<file path="config.mk">
export PLATFORM = sky130hd
export DESIGN_NAME = apt_lookup
export DESIGN_NICKNAME = d
export VERILOG_FILES = /design/src/rtl/apt_pkg.sv /design/src/rtl/apt_entries.sv /design/src/rtl/apt_compare.sv /design/src/rtl/apt_select.sv /design/src/rtl/apt_lookup.sv
export SDC_FILE = /design/constraint.sdc
export NUM_CORES = 1
export LEC_CHECK = 0
export ABC_AREA = 1
export BUFFER_PORTS_ARGS = -buffer_cell sky130_fd_sc_hd__buf_2
export CORE_ASPECT_RATIO = 2
export CORE_MARGIN = 5
export CORE_UTILIZATION = 35
export CTS_BUF_LIST = sky130_fd_sc_hd__clkbuf_4
export DETAILED_ROUTE_END_ITERATION = 7
export GPL_ROUTABILITY_DRIVEN = 1
export GPL_TIMING_DRIVEN = 0
export PLACE_DENSITY = 0.52
export SLEW_MARGIN = 20
export SYNTH_ARGS = -nofsm -noshare
export SYNTH_HDL_FRONTEND = slang
export SYNTH_SLANG_ARGS = --single-unit
</file>
<file path="constraint.sdc">
create_clock -name clk -period 1.25 [get_ports clk]
set_input_delay 0.125 -clock clk [delete_from_list [all_inputs] [get_ports clk]]
set_output_delay 0.125 -clock clk [all_outputs]
set_load 0.05 [all_outputs]
</file>
<file path="src/rtl/apt_pkg.sv">
package apt_pkg;
  localparam int unsigned APT_WORDS_DEF = 4;
  localparam int unsigned APT_PAGE_W_DEF = 3;
  localparam int unsigned APT_BLOCK_W_DEF = 2;

  typedef enum logic [1:0] {
    SEL_NONE  = 2'd0,
    SEL_ONE   = 2'd1,
    SEL_MANY  = 2'd2
  } sel_kind_e;
endpackage

</file>
<file path="src/rtl/apt_entries.sv">
module apt_entries #(
  parameter int unsigned M  = apt_pkg::APT_WORDS_DEF,
  parameter int unsigned PW = apt_pkg::APT_PAGE_W_DEF,
  parameter int unsigned BW = apt_pkg::APT_BLOCK_W_DEF,
  parameter int unsigned IW = (M > 1) ? $clog2(M) : 1
) (
  input  logic            clk,
  input  logic            rst_n,
  input  logic            wr_en,
  input  logic [IW-1:0]   wr_idx,
  input  logic [PW-1:0]   wr_page,
  input  logic [BW-1:0]   wr_block,
  input  logic            wr_valid,
  output logic [M*PW-1:0] page_flat,
  output logic [M*BW-1:0] block_flat,
  output logic [M-1:0]    valid_vec
);
  for (genvar g = 0; g < M; g++) begin : g_word
    logic          sel;
    logic [PW-1:0] page_q, page_d;
    logic [BW-1:0] block_q, block_d;
    logic          valid_q, valid_d;

    always_comb begin
      sel     = wr_en && (wr_idx == IW'(g));
      page_d  = page_q;
      block_d = block_q;
      valid_d = valid_q;
      if (sel) begin
        page_d  = wr_page;
        block_d = wr_block;
        valid_d = wr_valid;
      end
    end

    always_ff @(posedge clk or negedge rst_n) begin
      if (!rst_n) begin
        page_q  <= '0;
        block_q <= '0;
        valid_q <= 1'b0;
      end else if (sel) begin
        page_q  <= page_d;
        block_q <= block_d;
        valid_q <= valid_d;
      end
    end

    assign page_flat[g*PW +: PW]  = page_q;
    assign block_flat[g*BW +: BW] = block_q;
    assign valid_vec[g]           = valid_q;
  end
endmodule

</file>
<file path="src/rtl/apt_compare.sv">
module apt_compare #(
  parameter int unsigned M  = apt_pkg::APT_WORDS_DEF,
  parameter int unsigned PW = apt_pkg::APT_PAGE_W_DEF
) (
  input  logic [M*PW-1:0] page_flat,
  input  logic [M-1:0]    valid_vec,
  input  logic [PW-1:0]   arg,
  input  logic [PW-1:0]   key,
  output logic [M-1:0]    hit_vec
);
  for (genvar g = 0; g < M; g++) begin : g_cmp
    logic [PW-1:0] diff;
    always_comb begin
      diff       = (page_flat[g*PW +: PW] ^ arg) & key;
      hit_vec[g] = valid_vec[g] && (diff == '0);
    end
  end
endmodule

</file>
<file path="src/rtl/apt_select.sv">
module apt_select #(
  parameter int unsigned M  = apt_pkg::APT_WORDS_DEF,
  parameter int unsigned BW = apt_pkg::APT_BLOCK_W_DEF,
  parameter int unsigned CW = $clog2(M + 1)
) (
  input  logic [M-1:0]      hit_vec,
  input  logic [M*BW-1:0]   block_flat,
  output apt_pkg::sel_kind_e kind,
  output logic [BW-1:0]     block
);
  logic [CW-1:0] hits;

  always_comb begin
    hits  = '0;
    block = '0;
    for (int i = M - 1; i >= 0; i--) begin
      if (hit_vec[i]) begin
        block = block_flat[i*BW +: BW];
        hits  = hits + CW'(1);
      end
    end
    if (hits == '0)
      kind = apt_pkg::SEL_NONE;
    else if (hits == CW'(1))
      kind = apt_pkg::SEL_ONE;
    else
      kind = apt_pkg::SEL_MANY;
  end
endmodule

</file>
<file path="src/rtl/apt_lookup.sv">
module apt_lookup #(
  parameter int unsigned M  = apt_pkg::APT_WORDS_DEF,
  parameter int unsigned PW = apt_pkg::APT_PAGE_W_DEF,
  parameter int unsigned BW = apt_pkg::APT_BLOCK_W_DEF,
  parameter int unsigned IW = (M > 1) ? $clog2(M) : 1
) (
  input  logic          clk,
  input  logic          rst_n,
  input  logic          key_wr,
  input  logic [PW-1:0] key_in,
  input  logic          wr_en,
  input  logic [IW-1:0] wr_idx,
  input  logic [PW-1:0] wr_page,
  input  logic [BW-1:0] wr_block,
  input  logic          wr_valid,
  input  logic          srch_req,
  input  logic [PW-1:0] srch_arg,
  output logic          rsp_valid,
  output logic [BW-1:0] rsp_block,
  output logic          rsp_fault,
  output logic          rsp_multi
);
  import apt_pkg::*;

  // reset synchronizer: asserts at once, releases on the clock
  logic rst_s1, rst_q;
  always_ff @(posedge clk or negedge rst_n) begin
    if (!rst_n) begin
      rst_s1 <= 1'b0;
      rst_q  <= 1'b0;
    end else begin
      rst_s1 <= 1'b1;
      rst_q  <= rst_s1;
    end
  end

  logic [M*PW-1:0] page_flat;
  logic [M*BW-1:0] block_flat;
  logic [M-1:0]    valid_vec;
  logic [M-1:0]    hit_vec;
  sel_kind_e       kind;
  logic [BW-1:0]   sel_block;

  apt_entries #(.M(M), .PW(PW), .BW(BW), .IW(IW)) u_entries (
    .clk(clk), .rst_n(rst_q),
    .wr_en(wr_en), .wr_idx(wr_idx), .wr_page(wr_page),
    .wr_block(wr_block), .wr_valid(wr_valid),
    .page_flat(page_flat), .block_flat(block_flat), .valid_vec(valid_vec)
  );

  // key mask register
  logic [PW-1:0] key_q, key_d;
  always_comb begin
    key_d = key_q;
    if (key_wr) key_d = key_in;
  end
  always_ff @(posedge clk or negedge rst_q) begin
    if (!rst_q)      key_q <= '1;
    else if (key_wr) key_q <= key_d;
  end

  apt_compare #(.M(M), .PW(PW)) u_cmp (
    .page_flat(page_flat), .valid_vec(valid_vec),
    .arg(srch_arg), .key(key_q), .hit_vec(hit_vec)
  );

  apt_select #(.M(M), .BW(BW)) u_sel (
    .hit_vec(hit_vec), .block_flat(block_flat),
    .kind(kind), .block(sel_block)
  );

  // response registers
  logic          accept;
  logic          vld_d;
  logic [BW-1:0] blk_d;
  logic          flt_d, mul_d;

  always_comb begin
    accept = srch_req && !wr_en;
    vld_d  = accept;
    blk_d  = rsp_block;
    flt_d  = rsp_fault;
    mul_d  = rsp_multi;
    if (accept) begin
      blk_d = sel_block;
      flt_d = (kind == SEL_NONE);
      mul_d = (kind == SEL_MANY);
    end
  end

  always_ff @(posedge clk or negedge rst_q) begin
    if (!rst_q) rsp_valid <= 1'b0;
    else        rsp_valid <= vld_d;
  end

  always_ff @(posedge clk or negedge rst_q) begin
    if (!rst_q) begin
      rsp_block <= '0;
      rsp_fault <= 1'b0;
      rsp_multi <= 1'b0;
    end else if (accept) begin
      rsp_block <= blk_d;
      rsp_fault <= flt_d;
      rsp_multi <= mul_d;
    end
  end
endmodule

</file>
==> results.cfg <==
[outcome]
outcome = complete, but fails checks
violations = negative setup slack

[floorplan]
die_w_um = 59.7
num_rows = 36
start_util_pct = 35.9
dieArea_um2 = 6530
core_um2 = 4820
ioPinCount = 24
die_h_um = 109

[setup_path]
r2r-end = rsp_fault$_DFFE_PN0P_
startpoint = key_q[2]$_DFFE_PN1P_
regToRegStartpoint = key_q[2]$_DFFE_PN1P_
startpoint_type = register
critPathCaptureType = register
cp.arrival_ns = 2.44
critical_path_class = register to register
r2r_setup_slack_ns = -0.90
rr_worst_depth = 16
required_ns = 1.53
path_max_fanout = 3

[route]
drt_pass1_iterations = 4
drt-met1-wl_um = 1560
drc = 0
wl_met2_um = 2540
via_count = 1568
ant_nets = 0
met3WireLength_um = 116
vias_per_cell = 4.61
drt_wl_total_um = 4410
top_layer_used = met4
drtIter0Drc = 39
wl_per_cell_um = 13.0

[sta]
fin_worst_skew_ns = 0.00652
hold_violations = 0
finalSetupTns_ns = -2.43
setup_violations = 4
layout_setup_ws_ns = -0.903
rsz0062_at_grt = yes
fin_crit_ns = 2.15
tightest_slew_ns = 0.717
fin_crit_sh_pct = 172
max_clock_freq_mhz = 464
drv_slew = 0
relSlewSlack_pct = 52.2

[logic_synthesis]
yosysTopAreaCellShare_pct = 44.9
synth_common_cells = nand2_1, inv_1, dfrtp_1, o21ai_0, nor2_1
ys_ff_latch = 34
syn_inst = 230
ys.flop_type = dfrtp_1
synthesis.area_um2 = 1730
syn-num-nets = 252
avgSynthCellArea_um2 = 7.51
yosysSeqAreaShare_pct = 49.5
synth_cell_type_count = 18
synth_edf_count = 0
async_reset_ff_share_pct = 100
ys.warnings.count = 0
synth.largest_area_cell = dfrtp_1
synthTopCellsByArea = dfrtp_1, nand2_1, o21ai_0
synth.most_common_cell = nand2_1

[finish]
final_util_pct = 47.1
instances_no_fill = 340
num-nets-final = 304
nFillCells = 497
antennaDiodeCount = 0
syn_to_final_growth_pct = 31.5
drive_gt1_share_pct = 32.9

[min_path]
whs_endpoint = rsp_valid$_DFF_PN0_
hold_class = input pin to register
hold_start = srch_req
hold_path_depth = 3

[grt]
track_usage_pct = 15.1
antenna_found_initial = 0
grt-ovfl-total = 0
grt_pass1_vias = 1610
grt_pass1_wl_um = 7170
grt_max_degree = 33

[clock_network]
cts_tree = yes
cts.clk_slew.worst_paths_ns = 0.11
clock-root-buffer = clkbuf_4
clock_sinks = 34
cts_buffers = 5
h-tree-depth = 2
clock_path_buffers = 2
clk_latency_ns = 0.34

[run]
maxCapViolations = 0

[power]
vdd_drop_max_v = 0.000931
power.total_uw = 3030
p_per_area_nw_per_um2 = 1330
power_leakage_uw = 0.00118

[place]
place_ws_ns = -1.03
gp_congestion = 0.820
port_buffers = 23
dp_hpwl_um = 3220
dpl.cell_count = 310
-- state kept, by name (all words and copies together), names as in the netlist --
register	count
rst_s1	1
u_entries.g_word.block_q	8
rsp_valid	1
rsp_fault	1
key_q	3
u_entries.g_word.valid_q	4
rsp_multi	1
u_entries.g_word.page_q	12
rsp_block	2
rst_q	1
-- metrics by stage --
stage / hold slack, ns / instance area [µm²]
global placement: -0.0902 / 1940
detailed placement: -0.0877 / 1940
CTS: 0.0141 / 2200
finish: 0.0117 / 2270
global route: 0.0208 / 2270
floorplan: -0.171 / 1760
-- area by class of cell --
class	instances	area [µm²]	share of cell area, %
Sequential cell	34	856	37.7
Timing Repair Buffer	45	298	13.1
Clock inverter	3	11.3	0.496
Clock buffer	5	37.5	1.65
Tap cell	57	71.3	3.14
Multi-Input combinational cell	157	850	37.4
Inverter	35	134	5.89
Buffer	4	15.0	0.661
-- worst max-delay path by stage --
stage,to,slack (ns),depth (start not counted)
6_report,rsp_fault$_DFFE_PN0P_,-0.90,16
3_5_place_dp,rsp_fault$_DFFE_PN0P_,-1.03,15
4_1_cts,rsp_fault$_DFFE_PN0P_,-0.96,18
5_1_grt,rsp_fault$_DFFE_PN0P_,-1.05,15
2_1_floorplan,rsp_fault$_DFFE_PN0P_,-0.77,17
3_3_place_gp,rsp_fault$_DFFE_PN0P_,-0.99,15
-- cells by family (layout without fill, tap and decap cells) --
kind of cell / Yosys count / count (layout) / share of synthesized area, %
flip-flops: 34 / 34 / 49.5
other: 1 / 1 / 0.217
buffers and inverters: 39 / 92 / 8.47
adder cells (fa/ha/maj): 3 / 3 / 2.17
AO/OA/AOI/OAI: 38 / 38 / 11.0
AND/OR/NAND/NOR: 115 / 115 / 28.7
-- critical path: stages (launching register included) --
cell and delay [ns]:
dfstp_2 0.55, inv_1 0.08, a21oi_2 0.13, o21ai_2 0.10, nand3_2 0.08, inv_2 0.04, ha_4 0.27, nand3_2 0.07
buf_4 0.14, buf_4 0.12, buf_4 0.13, buf_4 0.12, nand3_1 0.07, nand2_1 0.05, inv_1 0.04, nand2_1 0.05
nand2_1 0.06
-- layer usage --
metal / up-vias / GRT usage, %
li1: 815 / -
met1: 716 / 14.1
met2: 25 / 28.3
met3: 12 / 2.47
met4: 0 / 10.1
met5: - / 0
-- power breakdown --
group	leakage [µW]	switching, µW	internal [µW]
combinational	0.000732	612	430
sequential	0.000416	136	1280
clock	0.0000277	374	200
-- cell usage in the layout, fill, tap and decap left out, types with 5 or more instances in the layout --
cell type	n
nand2_2	7
dfrtp_1	30
a21oi_2	8
nor2_1	13
inv_2	8
o21ai_0	27
nand3_1	10
inv_1	26
buf_4	16
nor2_4	5
clkbuf_4	5
nand3_2	5
buf_2	23
nand2_1	68
-- timing repair --
action / in CTS / in global routing
hold buffers: 4 / 0
hold endpoints to repair: 5 / 0
gates resized for setup: 16 / 14
gates cloned: 0 / 0
setup endpoints to repair: 4 / 4
pin swaps: 17 / 16
setup buffers: 15 / 4
Note: power is estimated with default switching activity, not from simulation.
